**src/rtl/mulseq_pkg.sv**
```systemverilog
package mulseq_pkg;

    localparam int BYTE_W  = 8;
    localparam int HALF_W  = 2 * BYTE_W;
    localparam int FULL_W  = 2 * HALF_W;
    localparam int STEP_W  = 2;

    typedef enum logic [1:0] {
        MODE_UU  = 2'b00,
        MODE_SS  = 2'b01,
        MODE_SU  = 2'b10,
        MODE_ALT = 2'b11
    } sign_mode_e;

    // Order of the wide schedule: the two direct writes come first.
    typedef enum logic [STEP_W-1:0] {
        STEP_HH = 2'd0,
        STEP_LL = 2'd1,
        STEP_LH = 2'd2,
        STEP_HL = 2'd3
    } step_e;

    typedef enum logic {
        ST_IDLE = 1'b0,
        ST_RUN  = 1'b1
    } ctrl_state_e;

    typedef struct packed {
        logic x_signed;
        logic y_signed;
    } sign_sel_t;

    function automatic sign_sel_t decode_mode(input logic [1:0] m);
        sign_sel_t s;
        unique case (m)
            MODE_SS: s = '{x_signed: 1'b1, y_signed: 1'b1};
            MODE_SU: s = '{x_signed: 1'b1, y_signed: 1'b0};
            default: s = '{x_signed: 1'b0, y_signed: 1'b0};
        endcase
        return s;
    endfunction

endpackage

```
**src/rtl/byte_mul_core.sv**
```systemverilog
module byte_mul_core #(
    parameter int BW = 8
) (
    input  logic [BW-1:0]   x,
    input  logic [BW-1:0]   y,
    input  logic            x_signed,
    input  logic            y_signed,
    output logic [2*BW-1:0] prod,
    output logic            prod_zero,
    output logic            prod_msb
);
    localparam int PW = 2 * BW;

    logic [PW-1:0] x_ext;
    logic [PW-1:0] y_ext;

    // Sign extension to the product width keeps the low bits exact.
    assign x_ext     = {{BW{x_signed & x[BW-1]}}, x};
    assign y_ext     = {{BW{y_signed & y[BW-1]}}, y};
    assign prod      = x_ext * y_ext;
    assign prod_zero = (prod == '0);
    assign prod_msb  = prod[PW-1];

endmodule

```
**src/rtl/mul_step_ctrl.sv**
```systemverilog
module mul_step_ctrl
    import mulseq_pkg::*;
#(
    parameter int SW = 2
) (
    input  logic          clk,
    input  logic          rst,
    input  logic          start,
    input  logic          wide,
    output logic          busy,
    output logic          done,
    output logic          accept,
    output logic          wide_q,
    output logic [SW-1:0] step
);
    localparam logic [SW-1:0] LAST_STEP = {SW{1'b1}};

    ctrl_state_e state;
    logic        last;

    assign busy   = (state == ST_RUN);
    assign accept = start & ~busy;
    assign last   = wide_q ? (step == LAST_STEP) : (step == '0);

    always_ff @(posedge clk) begin
        if (rst) begin
            state  <= ST_IDLE;
            step   <= '0;
            done   <= 1'b0;
            wide_q <= 1'b0;
        end else begin
            done <= 1'b0;
            unique case (state)
                ST_IDLE: begin
                    if (start) begin
                        state  <= ST_RUN;
                        step   <= '0;
                        wide_q <= wide;
                    end
                end
                ST_RUN: begin
                    if (last) begin
                        state <= ST_IDLE;
                        done  <= 1'b1;
                    end else begin
                        step <= step + 1'b1;
                    end
                end
                default: state <= ST_IDLE;
            endcase
        end
    end

endmodule

```
**src/rtl/mul_accum.sv**
```systemverilog
module mul_accum
    import mulseq_pkg::*;
#(
    parameter int BW = 8
) (
    input  logic            clk,
    input  logic            rst,
    input  logic            en,
    input  logic            wide,
    input  logic [1:0]      step,
    input  logic [2*BW-1:0] prod,
    input  logic            prod_zero,
    input  logic            prod_msb,
    output logic [4*BW-1:0] result,
    output logic            flag_z,
    output logic            flag_c
);
    localparam int PW = 2 * BW;
    localparam int RW = 4 * BW;

    logic [BW-1:0] sum1, sum2, sum3;
    logic          cy1, cy2;

    // Middle-byte additions for a cross product, carry rippled to the top byte.
    always_comb begin
        {cy1, sum1} = {1'b0, result[2*BW-1:BW]}   + {1'b0, prod[BW-1:0]};
        {cy2, sum2} = {1'b0, result[3*BW-1:2*BW]} + {1'b0, prod[PW-1:BW]} + {{BW{1'b0}}, cy1};
        sum3        = result[RW-1:3*BW] + {{(BW-1){1'b0}}, cy2};
    end

    always_ff @(posedge clk) begin
        if (rst) begin
            result <= '0;
            flag_z <= 1'b0;
            flag_c <= 1'b0;
        end else if (en) begin
            if (!wide) begin
                result <= {{PW{1'b0}}, prod};
                flag_z <= prod_zero;
                flag_c <= prod_msb;
            end else begin
                unique case (step)
                    STEP_HH: result[RW-1:PW] <= prod;
                    STEP_LL: result[PW-1:0]  <= prod;
                    default: result[RW-1:BW] <= {sum3, sum2, sum1};
                endcase
            end
        end
    end

endmodule

```
**src/rtl/seq_mul16.sv**
```systemverilog
module seq_mul16
    import mulseq_pkg::*;
#(
    parameter int BW = BYTE_W
) (
    input  logic            clk,
    input  logic            rst,
    input  logic            start,
    input  logic            wide,
    input  logic [1:0]      mode,
    input  logic [2*BW-1:0] a_in,
    input  logic [2*BW-1:0] b_in,
    output logic            busy,
    output logic            done,
    output logic [4*BW-1:0] result,
    output logic            flag_z,
    output logic            flag_c
);
    localparam int PW = 2 * BW;

    logic          accept;
    logic          wide_q;
    logic [1:0]    step;
    logic [PW-1:0] a_q, b_q;
    logic [1:0]    mode_q;
    logic [BW-1:0] op_x, op_y;
    sign_sel_t     sel;
    logic [PW-1:0] prod;
    logic          prod_zero, prod_msb;

    mul_step_ctrl #(.SW(STEP_W)) u_ctrl (
        .clk    (clk),
        .rst    (rst),
        .start  (start),
        .wide   (wide),
        .busy   (busy),
        .done   (done),
        .accept (accept),
        .wide_q (wide_q),
        .step   (step)
    );

    always_ff @(posedge clk) begin
        if (rst) begin
            a_q    <= '0;
            b_q    <= '0;
            mode_q <= MODE_UU;
        end else if (accept) begin
            a_q    <= a_in;
            b_q    <= b_in;
            mode_q <= mode;
        end
    end

    // Byte pair routed to the core for the current step.
    always_comb begin
        if (!wide_q) begin
            op_x = a_q[BW-1:0];
            op_y = b_q[BW-1:0];
            sel  = decode_mode(mode_q);
        end else begin
            sel = decode_mode(MODE_UU);
            unique case (step)
                STEP_HH: begin op_x = a_q[PW-1:BW]; op_y = b_q[PW-1:BW]; end
                STEP_LL: begin op_x = a_q[BW-1:0];  op_y = b_q[BW-1:0];  end
                STEP_LH: begin op_x = a_q[BW-1:0];  op_y = b_q[PW-1:BW]; end
                default: begin op_x = a_q[PW-1:BW]; op_y = b_q[BW-1:0];  end
            endcase
        end
    end

    byte_mul_core #(.BW(BW)) u_core (
        .x         (op_x),
        .y         (op_y),
        .x_signed  (sel.x_signed),
        .y_signed  (sel.y_signed),
        .prod      (prod),
        .prod_zero (prod_zero),
        .prod_msb  (prod_msb)
    );

    mul_accum #(.BW(BW)) u_acc (
        .clk       (clk),
        .rst       (rst),
        .en        (busy),
        .wide      (wide_q),
        .step      (step),
        .prod      (prod),
        .prod_zero (prod_zero),
        .prod_msb  (prod_msb),
        .result    (result),
        .flag_z    (flag_z),
        .flag_c    (flag_c)
    );

endmodule

```
**config.mk**
```make
export PLATFORM = sky130hd
export DESIGN_NAME = seq_mul16
export DESIGN_NICKNAME = d
export VERILOG_FILES = /design/src/rtl/mulseq_pkg.sv /design/src/rtl/byte_mul_core.sv /design/src/rtl/mul_step_ctrl.sv /design/src/rtl/mul_accum.sv /design/src/rtl/seq_mul16.sv
export SDC_FILE = /design/constraint.sdc
export NUM_CORES = 1
export LEC_CHECK = 0
export ABC_CLOCK_PERIOD_IN_PS = 7900
export BUFFER_PORTS_ARGS = -buffer_cell sky130_fd_sc_hd__buf_2
export CORE_MARGIN = 4
export CORE_UTILIZATION = 55
export CTS_CLUSTER_SIZE = 40
export DETAILED_ROUTE_END_ITERATION = 7
export PLACE_DENSITY_LB_ADDON = 0.3
export REMOVE_ABC_BUFFERS = 1
export SLEW_MARGIN = 15
export SYNTH_ARGS = -nofsm -noshare
export SYNTH_HDL_FRONTEND = slang
export SYNTH_SLANG_ARGS = --single-unit
```
**constraint.sdc**
```tcl
create_clock -name clk -period 7.9 [get_ports clk]
set_input_delay 0.395 -clock clk [delete_from_list [all_inputs] [get_ports clk]]
set_output_delay 0.395 -clock clk [all_outputs]
set_load 0.1 [all_outputs]
```
==> results_dict.tcl <==
set metrics [dict create \
    status "completed" \
    number_of_port_buffers 73 \
    vias_in_the_first_global_route 5871 \
    synth-seq-area-share_pct 22.2 \
    grt_max_degree 80 \
    synth_top_cells_by_area "dfxtp_1, fa_1, ha_1, nand2_1, a21oi_1" \
    ys_seq_elements 73 \
    filler_cell_count 828 \
    grt_busiest_layer "met2" \
    power_density_nw_per_um2 144 \
    num_antenna_cells 0 \
    setup.worst_path.start "u_ctrl.step[1]" \
    gr-usage-met2_pct 39.6 \
    cts.sink_count 73 \
    final_cell_mix "nand2_1, buf_2, dfxtp_1, nor2_1, inv_1" \
    r2r_start "u_ctrl.step[1]" \
    layout.cells.most_common "nand2_1" \
    critical-path-top-cell-by-count "a21o_1" \
    worst_clock_skew_ps 9.84 \
    worst_r2r_endpoint "u_acc.result[31]" \
    r2r_cells 35 \
    h-tree-depth 3 \
    asyncSetResetFlopFracSynth_pct 0 \
    antenna_found_initial 0 \
    insertion_delay_ps 340 \
    drcViolationCount 0 \
    timing.critical_path.fanout_max 6 \
    synth-edff-count 0 \
    synth.cell_area_um2 6570 \
    cp.required_ps 8140 \
    hold_slack_ps 289 \
    die_h_um 117 \
    cts_made_buffers 9 \
    drtAntennaViolNets 0 \
    critical_path_arrival_ps 7930 \
    worstSetupStartpointType "flop" \
    crit_slowest_cell "fa_1" \
    design.die.area_um2 13800 \
    min_period_ps 7690 \
    placed_cell_area_um2 7420 \
    global_route.usage.total_pct 26.0 \
    holdCritPathClass "primary input to flop" \
    cts_tree "built" \
    setup.worst_path.end "u_acc.result[31]" \
    reg2reg_slack_ps 210 \
    fin_nets 1057 \
    total_leakage_power_nw 3.93 \
    cell_class_contributing_the_biggest_share_of_worst_path_delay "adder cells" \
    slowest_delay_ps 470 \
    holdBufCountCts 0 \
    critical_path.n_buffers_inverters 5 \
    timing.critical_path.depth 35 \
    clock_tree.root_cell "clkbuf_16" \
    chipWidth_um 117 \
    final_cell_area_um2 8330 \
    gp_congestion 0.947 \
    drt_pre_antenna_iters 5 \
    grt.overflow.total 0 \
    drv_cap 0 \
    netlist_instances 772 \
    setup-violations-final 0 \
    max_slew_violation_count 0 \
    wire_per_inst_um 17.8 \
    dp.final_hpwl_um 13900 \
    slew_headroom_pct 44.2 \
    cts.clk_slew.worst_paths_ps 60 \
    worst-slew-pin-transition_ps 837 \
    maxClockFrequency_mhz 130 \
    syn_avg_cell_area_um2 8.51 \
    met1_usage_pct 39.0 \
    area.growth.synth_to_final_pct 26.7 \
    route.detailed.vias_per_inst 5.80 \
    hold_vio_cnt_final 0 \
    netlist.top_cell.by_area "dfxtp_1" \
    area_share_of_the_largest_cell_type_after_synthesis_pct 22.2 \
    routed-via-count 6065 \
    effective_utilization_at_floorplan_pct 56.8 \
    synth-warning-count 0 \
    fin_total_pwr_w 0.00120 \
    synth_cell_type_count 71 \
    clockBufferDepth 2 \
    min_period_over_period_pct 97.4 \
    maximum_resistive_drop_on_vdd_mv 0.135 \
    use_met3_pct 4.23 \
    postRouteWirelength_um 18600 \
    timing_worst_setup_path_type "flop to flop" \
    initialDrtViolationCount 387 \
    i_o_pins 74 \
    worst_setup_path_end_kind "flop" \
    dominantRegCellSynth "dfxtp_1" \
    placement_rows 39 \
    post_route_cells_drive_above_1_share_pct 26.8 \
    core_area_um2 11600 \
    grt_pass1_wl_um 29700 \
]
## synthesized netlist by cell type (4+ instances only)
library cell  number
nand2_1          124
dfxtp_1           73
nor2_1            72
inv_1             71
a21oi_1           67
fa_1              66
ha_1              55
mux2i_1           18
clkbuf_1          16
o21ai_0           16
xnor2_1           14
nor2b_1           11
a211oi_1          10
nand2b_1          10
nor3_1            10
a21o_1             8
buf_1              8
mux2_2             8
xor2_1             8
and2_1             7
nand3_1            7
or2_2              7
nor3b_1            5
o21a_1             5
a22oi_1            4
a31oi_1            4
o211ai_1           4
## worst reg2reg max path, delay by kind of cell (launching register included)
| family | cells | cell delay (ps) |
|---|---|---|
| buf+inv | 5 | 500 |
| compound gates | 13 | 2120 |
| fa+ha+maj | 11 | 3480 |
| mux | 1 | 330 |
| flops | 1 | 330 |
| simple gates | 5 | 840 |
## power by group
part	switching [W]	internal (W)	total [W]
registers	0.0000185	0.000385	0.000403
logic	0.000204	0.000142	0.000346
clock network	0.000174	0.000280	0.000454
total	0.000396	0.000806	0.00120
## area by class of cell
class                      count  area, um2  share of cell area (%)
sequential                    73       1460                    17.6
multi-input combinational    598       5130                    61.5
inverter                      72        273                    3.27
tap                          143        179                    2.15
clock inverter                 7        104                    1.25
clock buffer                   9        225                    2.70
timing repair buffer         144        958                    11.5
## worst min-delay path by stage
stage	start	cells past startpoint	slack (ps)	end
2_1_floorplan	b_q[10]	2	430	b_q[10]
3_3_place_gp	u_acc.result[2]	2	440	u_acc.result[2]
3_5_place_dp	b_q[12]	2	450	b_q[12]
4_1_cts	b_in[10]	3	280	b_q[10]
5_1_grt	b_in[9]	3	300	b_q[9]
6_report	b_in[10]	3	290	b_q[10]
## per-stage QoR
step | cells | setup WS [ps] | setup TNS (ps) | util [%]
detailed placement | 1013 | -230 | -230 | 64.2
global placement | 1013 | 21.7 | 0 | 64.2
global route | 1046 | -76.3 | -76.3 | 72.0
CTS | 1039 | 10.7 | 0 | 69.4
floorplan | 743 | -866 | -2940 | -
finish | 1046 | 205 | 0 | 72.0
## per-layer routing
| metal | wire, um | vias up |
|---|---|---|
| met5 | 0 | - |
| met4 | 343 | 0 |
| met3 | 1260 | 43 |
| met2 | 8590 | 233 |
| met1 | 8450 | 2953 |
| li1 | - | 2836 |
## kinds of logic (layout without fill, tap and decap cells)
family | after synthesis | in the layout | share of synthesized area, %
AO/OA/AOI/OAI | 149 | 149 | 14.5
flip-flops | 73 | 73 | 22.2
AND/OR/NAND/NOR | 278 | 278 | 19.2
multiplexers | 27 | 27 | 4.32
adder cells (fa/ha/maj) | 121 | 121 | 30.6
XOR/XNOR | 23 | 23 | 3.18
buffers and inverters | 101 | 232 | 5.90
## what timing repair did
| action | 4_1_cts | 5_1_grt |
|---|---|---|
| gates cloned | 2 | 0 |
| pin swaps | 12 | 27 |
| setup buffers | 8 | 8 |
| gates resized for setup | 34 | 48 |
| setup endpoints to repair | 2 | 5 |
## sequential cells by signal, indices dropped and copies added (netlist names)
name	count
u_ctrl.wide_q	1
u_ctrl.step	2
u_acc.flag_c	1
u_acc.result	32
u_ctrl.busy	1
u_acc.flag_z	1
b_q	16
a_q	16
mode_q	2
u_ctrl.done	1
(Power assumes the default switching activity.)
